`src/rtl/f2i_pkg.sv`:
```
package f2i_pkg;
  localparam int WORD_W_DEF = 36;
  localparam int EXP_W_DEF  = 8;
  localparam int FRAC_W_DEF = 27;
  localparam int BIAS_DEF   = 128;

  typedef enum logic {
    RND_TRUNC   = 1'b0,
    RND_HALF_UP = 1'b1
  } rnd_mode_e;
endpackage

```
`src/rtl/f2i_unpack.sv`:
```
module f2i_unpack #(
  parameter int W      = f2i_pkg::WORD_W_DEF,
  parameter int EXP_W  = f2i_pkg::EXP_W_DEF,
  parameter int FRAC_W = f2i_pkg::FRAC_W_DEF
) (
  input  logic [W-1:0]      word,
  output logic              neg,
  output logic [EXP_W-1:0]  exp_f,
  output logic [FRAC_W-1:0] frac_f,
  output logic              neg_wrap
);
  logic [W-1:0] mag_word;

  // two's complement of the whole word recovers the positive encoding
  function automatic logic [W-1:0] abs_word(input logic [W-1:0] w);
    return w[W-1] ? (~w + 1'b1) : w;
  endfunction

  always_comb begin
    neg      = word[W-1];
    mag_word = abs_word(word);
    exp_f    = mag_word[W-2 -: EXP_W];
    frac_f   = mag_word[FRAC_W-1:0];
    // only the sign-only word negates onto itself
    neg_wrap = mag_word[W-1];
  end
endmodule

```
`src/rtl/f2i_align.sv`:
```
module f2i_align #(
  parameter int W      = f2i_pkg::WORD_W_DEF,
  parameter int EXP_W  = f2i_pkg::EXP_W_DEF,
  parameter int FRAC_W = f2i_pkg::FRAC_W_DEF,
  parameter int BIAS   = f2i_pkg::BIAS_DEF
) (
  input  logic [EXP_W-1:0]  exp_f,
  input  logic [FRAC_W-1:0] frac_f,
  output logic [W-2:0]      int_part,
  output logic              half_bit,
  output logic              sticky,
  output logic              too_big
);
  localparam int IW   = W - 1;            // integer bits of a magnitude
  localparam int FB   = FRAC_W + 1;       // fraction bits kept in fixed point
  localparam int FXW  = IW + FB;          // fixed-point width
  localparam int ZERO_K = BIAS - 1;       // exponent giving shift of zero
  localparam int OVF_E  = BIAS + IW + 1;  // first exponent at or beyond 2^IW

  logic [FXW-1:0] fixed;

  // value * 2^FB = frac * 2^(exp - BIAS + 1)
  function automatic logic [FXW-1:0] place(input logic [EXP_W-1:0] e,
                                           input logic [FRAC_W-1:0] f);
    int k;
    logic [FXW-1:0] ext;
    k   = int'(e) - ZERO_K;
    ext = FXW'(f);
    if (k >= 0) return (k >= FXW) ? '0 : (ext << k);
    else        return (-k >= FXW) ? '0 : (ext >> (-k));
  endfunction

  always_comb begin
    fixed    = place(exp_f, frac_f);
    int_part = fixed[FXW-1 -: IW];
    half_bit = fixed[FB-1];
    sticky   = |fixed[FB-2:0];
    too_big  = int'(exp_f) >= OVF_E;
  end
endmodule

```
`src/rtl/f2i_round.sv`:
```
module f2i_round #(
  parameter int W = f2i_pkg::WORD_W_DEF
) (
  input  logic                neg,
  input  f2i_pkg::rnd_mode_e  mode,
  input  logic [W-2:0]        int_part,
  input  logic                half_bit,
  input  logic                sticky,
  output logic                round_up,
  output logic [W-1:0]        result
);
  logic [W-1:0] mag_r;

  // floor(x+0.5): a positive value rounds up at a tie, a negative one
  // only when strictly past the tie
  function automatic logic bump(input logic n, input f2i_pkg::rnd_mode_e m,
                                input logic h, input logic s);
    return (m == f2i_pkg::RND_HALF_UP) && h && (!n || s);
  endfunction

  always_comb begin
    round_up = bump(neg, mode, half_bit, sticky);
    mag_r    = {1'b0, int_part} + W'(round_up);
    result   = neg ? (~mag_r + 1'b1) : mag_r;
  end
endmodule

```
`src/rtl/f2i_conv.sv`:
```
module f2i_conv #(
  parameter int W      = f2i_pkg::WORD_W_DEF,
  parameter int EXP_W  = f2i_pkg::EXP_W_DEF,
  parameter int FRAC_W = f2i_pkg::FRAC_W_DEF,
  parameter int BIAS   = f2i_pkg::BIAS_DEF
) (
  input  logic         clk,
  input  logic         rst_n,
  input  logic         in_valid,
  input  logic [W-1:0] in_word,
  input  logic         round_mode,
  output logic         out_valid,
  output logic [W-1:0] out_int,
  output logic         out_ovf
);
  logic              neg, neg_wrap, half_bit, sticky, too_big, round_up;
  logic [EXP_W-1:0]  exp_f;
  logic [FRAC_W-1:0] frac_f;
  logic [W-2:0]      int_part;
  logic [W-1:0]      conv_res;
  logic              ovf_det;
  f2i_pkg::rnd_mode_e mode;

  assign mode    = f2i_pkg::rnd_mode_e'(round_mode);
  assign ovf_det = too_big | neg_wrap;

  f2i_unpack #(.W(W), .EXP_W(EXP_W), .FRAC_W(FRAC_W)) u_unpack (
    .word(in_word), .neg(neg), .exp_f(exp_f), .frac_f(frac_f),
    .neg_wrap(neg_wrap)
  );

  f2i_align #(.W(W), .EXP_W(EXP_W), .FRAC_W(FRAC_W), .BIAS(BIAS)) u_align (
    .exp_f(exp_f), .frac_f(frac_f), .int_part(int_part),
    .half_bit(half_bit), .sticky(sticky), .too_big(too_big)
  );

  f2i_round #(.W(W)) u_round (
    .neg(neg), .mode(mode), .int_part(int_part), .half_bit(half_bit),
    .sticky(sticky), .round_up(round_up), .result(conv_res)
  );

  always_ff @(posedge clk or negedge rst_n) begin
    if (!rst_n) begin
      out_valid <= 1'b0;
      out_int   <= '0;
      out_ovf   <= 1'b0;
    end else begin
      out_valid <= in_valid;
      if (in_valid) begin
        out_ovf <= ovf_det;
        if (!ovf_det) out_int <= conv_res;
      end
    end
  end


  valid_follow_chk: assert property (@(posedge clk) disable iff (!rst_n)
    in_valid |=> out_valid);

  valid_drop_chk: assert property (@(posedge clk) disable iff (!rst_n)
    !in_valid |=> !out_valid);

  idle_hold_chk: assert property (@(posedge clk) disable iff (!rst_n)
    !in_valid |=> ($stable(out_int) && $stable(out_ovf)));

  ovf_hold_chk: assert property (@(posedge clk) disable iff (!rst_n)
    (in_valid && ovf_det) |=> (out_ovf && $stable(out_int)));

  ovf_clear_chk: assert property (@(posedge clk) disable iff (!rst_n)
    (in_valid && !ovf_det) |=> !out_ovf);

  zero_in_chk: assert property (@(posedge clk) disable iff (!rst_n)
    (in_valid && in_word == '0) |=> (out_int == '0 && !out_ovf));

  trunc_sign_chk: assert property (@(posedge clk) disable iff (!rst_n)
    (in_valid && !in_word[W-1] && !round_mode && !ovf_det) |=> !out_int[W-1]);

  round_pos_chk: assert property (@(posedge clk) disable iff (!rst_n)
    (in_valid && !in_word[W-1] && round_up) |=> (out_int != '0 && !out_int[W-1]));
endmodule

```
`config.mk`:
```
export PLATFORM = sky130hd
export DESIGN_NAME = f2i_conv
export DESIGN_NICKNAME = d
export VERILOG_FILES = /design/src/rtl/f2i_pkg.sv /design/src/rtl/f2i_unpack.sv /design/src/rtl/f2i_align.sv /design/src/rtl/f2i_round.sv /design/src/rtl/f2i_conv.sv
export SDC_FILE = /design/constraint.sdc
export NUM_CORES = 1
export LEC_CHECK = 0
export ABC_AREA = 1
export ABC_CLOCK_PERIOD_IN_PS = 800
export BUFFER_PORTS_ARGS = -buffer_cell sky130_fd_sc_hd__buf_4
export CORE_UTILIZATION = 45
export DETAILED_ROUTE_END_ITERATION = 12
export PLACE_DENSITY = 0.66
export SLEW_MARGIN = 0
export SYNTH_ARGS = -nofsm -noshare
export SYNTH_HDL_FRONTEND = slang
export SYNTH_SLANG_ARGS = --single-unit
```
`constraint.sdc`:
```
create_clock -name clk -period 0.8 [get_ports clk]
set_input_delay 0.04 -clock clk [delete_from_list [all_inputs] [get_ports clk]]
set_output_delay 0.04 -clock clk [all_outputs]
set_load 0.05 [all_outputs]
```
==> results.txt <==
----------------------------------------------------
[CTS]
  Clock sink count ... 38
  Number of clock buffers inserted by TritonCTS ... 5
  Clock slew at reported path FFs ... 60 ps
  Clock H-tree levels ... 2
  TritonCTS clock tree ... built
  Root buffer cell ... clkbuf_16
  CTS max path bufs ... 2
  Clock latency of the later-clocked register in the worst-skew pair ... slightly below 300 ps

[Synth]
  Post-synthesis async set-or-reset flop share ... 100.0%
  Distinct cells, synth ... 49
  Count of mapped cells out of synthesis ... 1764
  Post-Syn Nets ... 1818
  Post-synth design cell area ... roughly 0.0093 mm²
  Share of synthesized area occupied by flip-flops and latches ... 10.22%
  Most common cell in the synthesized netlist ... nand2_1
  Area leader, netlist ... nand2_1
  Number of enable-type register cells in the synthesized netlist ... 0
  Count of synthesis-stage warnings from yosys ... 0
  Prevailing post-synth register cell ... dfrtp_1
  Most frequent cells after synthesis ... nand2_1, nand3_1, nor2_1, inv_1, o21ai_0
  Flops & latches, synth ... 38
  Area share of the leading cell type in the synthesized netlist ... 26.52%
  Most area-consuming cells after synthesis ... nand2_1, nand3_1, dfrtp_1
  Syn Area/Cell ... 5.272 µm²

[Worst setup path]
  Critical register-to-register path endpoint ... out_int[5]
  Worst r2r src ... out_int[5]
  Startpoint types ... input port
  Slowest cell delay on critical path ... about 300 ps
  Critical path endpoint category ... register
  Class of the most critical setup path ... in -> reg
  Reg2Reg Setup Slack ... -60 ps
  Slowest cell on crit path ... ha_1
  Highest net fanout along the worst path ... 6
  Crit path DAT ... 6730 ps
  Data required, critical path ... 1010 ps
  Cell with the most instances on the worst path ... nand2_1
  Beginning of the critical path ... in_word[9]
  Register-to-Register Path Depth ... 4

[Timing]
  Maximum frequency from static timing analysis ... around 150 MHz
  Transition time at the pin with the least slew margin ... 582.1 ps
  Setup slack after layout ... -5724 ps
  Worst relative slew slack ... 61.19%
  Worst hold margin ... 81.97 ps
  Tcrit/Tclk final ... 815.5%
  Unrepaired setup endpoints after global routing ... yes
  Pins Over Slew Limit ... 0
  Layout Skew ... 0 ps
  Hold Fails Final Rpt ... 0
  Period minus WS final ... approximately 6500 ps
  Setup-violating endpoint count in the final report ... 75

[GRT]
  Total grt overflow ... 0
  Number of global-route vias before repair ... 12910
  Wire length of the first global-routing pass ... around 65000 µm
  Combined global-route utilization of all metal layers ... between 30% and 40%
  Initial antenna violation count ... 0
  Largest net degree at the start of global routing ... 54

[Place]
  Pre-CTS worst setup slack ... -6001 ps
  Number of input and output port buffers inserted ... 77
  GPL Wtd Cong ... slightly above 1
  HPWL after detailed placement ... 32150 µm

[Power]
  P per Cell Area ... between 1000 and 1500 mW/mm²
  P_leak ... 7.976 nW
  Sw Share ... 50.17%
  Total power consumption of the routed design ... roughly 22 mW
  Part of the power in registers ... 12.9%
  Switching power of the nets ... 11.10 mW
  Fraction of power consumed by the clock network ... roughly 12%
  Internal Power ... 11.03 mW
  VDD IR max ... 1670 µV
  Comb pwr share ... 74.8%

[Worst hold path]
  Hold WC Path Type ... in -> reg
  Worst Hold Path EP ... out_ovf
  Worst hold path depth ... 4
  Startpoint of the worst hold path ... in_valid

[Drt]
  Post-route DRC violation count ... 0
  Detailed Route Iter0 Violations ... 1415
  Total via count after detailed routing ... roughly 14000
  Final WL ... 44100 µm
  Via density per instance ... 5.593
  Total iterations of the first detailed-routing run ... 5
  ANT nets after route ... 0
  Average routed wire per standard cell ... roughly 17 µm

[Flow run]
  Max-cap violation count ... 0

[Layout]
  Antenna Diode Count ... 0
  Total of fill cells in the finished design ... 1574
  # nets final ... 2362
  Fraction of final layout cells sized beyond drive strength 1 ... ~40%
  P&R area growth vs syn ... 66.80%

[Die]
  Effective utilization at floorplan ... 45.96%
  Vertical die dimension ... 145.8 µm
  Total number of placement rows ... 52
  X dimension of the die ... 145.8 µm
  IO Pins ... 78
  Standard cell core area ... a little over 0.02 mm²
  Die outline area ... roughly 0.021 mm²

[Outcome]
  Violations in the final reports ... negative setup slack
  Outcome ... complete, but fails checks

----------------------------------------------------
[layout by cell type, fill, tap and decap left out, types with 15 or more instances in the layout]
master	Yosys	routed
xor2_1	29	26
nor2_2	25	40
inv_2	13	15
buf_4	5	527
a21oi_1	26	21
inv_1	110	101
dfrtp_1	38	38
nor2_1	166	118
o21ai_2	2	15
nand3_2	23	45
o21ai_0	62	30
nand3_1	328	298
buf_6	5	69
nand4_1	54	54
nor2_4	18	51
nand2_2	27	64
o21ai_1	18	35
nand2_1	657	607
nand2_4	5	18
[metal layers]
layer	track usage, %	up-vias	wire [µm]
li1	-	6874	-
met1	49.96	6628	17930
met2	61.63	780	20110
met3	8.464	142	4242
met4	13.95	0	1815
met5	0	-	0
[kinds of logic (layout without fill, tap and decap cells)]
| logic type | Yosys count | count (layout) | synth area share (%) |
|---|---|---|---|
| and+or+nand+nor | 1332 | 1332 | 66.35 |
| buffers and inverters | 204 | 749 | 9.296 |
| AOI/OAI and AO/OA | 128 | 128 | 7.561 |
| xor gates and xnor gates | 48 | 48 | 4.682 |
| DFF | 38 | 38 | 10.22 |
| adders and majority gates | 14 | 14 | 1.884 |
[critical path: cells and delay by family]
kind,cells,cell delay [ps]
xor gates and xnor gates,1,160
and+or+nand+nor,37,4130
adders and majority gates,3,660
buffers and inverters,11,1280
AOI/OAI and AO/OA,3,440
[sequential cells by signal, summed over array words and instances, names as in the netlist]
signal,count
out_int,36
out_valid,1
out_ovf,1
[power groups by stage]
stage                     logic [mW]  registers (mW)  clock network (mW)
after floorplan                 6.54            4.57                   0
after global placement          14.0            2.75                   0
after detailed placement        14.2            2.75                   0
after CTS                       15.3            2.81                2.69
after global routing            17.7            2.91                2.79
final                           16.6            2.86                2.71
[worst max-delay path by stage]
stage	to	slack (ps)	depth (start not counted)
after floorplan	out_int[22]	-5340	54
after global placement	out_int[31]	-5800	48
after detailed placement	out_int[31]	-6000	56
after CTS	out_int[26]	-5320	57
after global routing	out_int[26]	-6080	55
final	out_int[19]	-5720	55
[stage by stage]
| stage | instances | util (%) | setup TNS (ps) | instance area (µm²) |
|---|---|---|---|---|
| 6_report | 2579 | 76.66 | -200020 | 15510 |
| 5_1_grt | 2579 | 76.66 | -213780 | 15510 |
| 4_1_cts | 2545 | 73.17 | -186590 | 14810 |
| 3_5_place_dp | 2494 | 67.56 | -206340 | 13670 |
| 3_3_place_gp | 2494 | 67.56 | -200230 | 13670 |
| 2_1_floorplan | 1764 | - | -183380 | 9648 |
[what timing repair did]
item,4_1_cts,5_1_grt
hold endpoints to repair,39,0
pin swaps,38,110
buffers inserted,39,38
gates cloned,3,1
setup endpoints to repair,75,75
hold buffers,2,0
resized for setup,152,127
[layout make-up]
class	instances	area, µm²	share of cell area (%)
clock buffers	5	125.1	0.8066
clock inverters	3	68.82	0.4436
well taps	270	337.8	2.178
repair buffers	612	5029	32.42
inverters	129	525.5	3.388
multi-input cells	1522	8476	54.64
flip-flops and latches	38	950.9	6.130
Note: power is estimated with default switching activity, not from simulation.
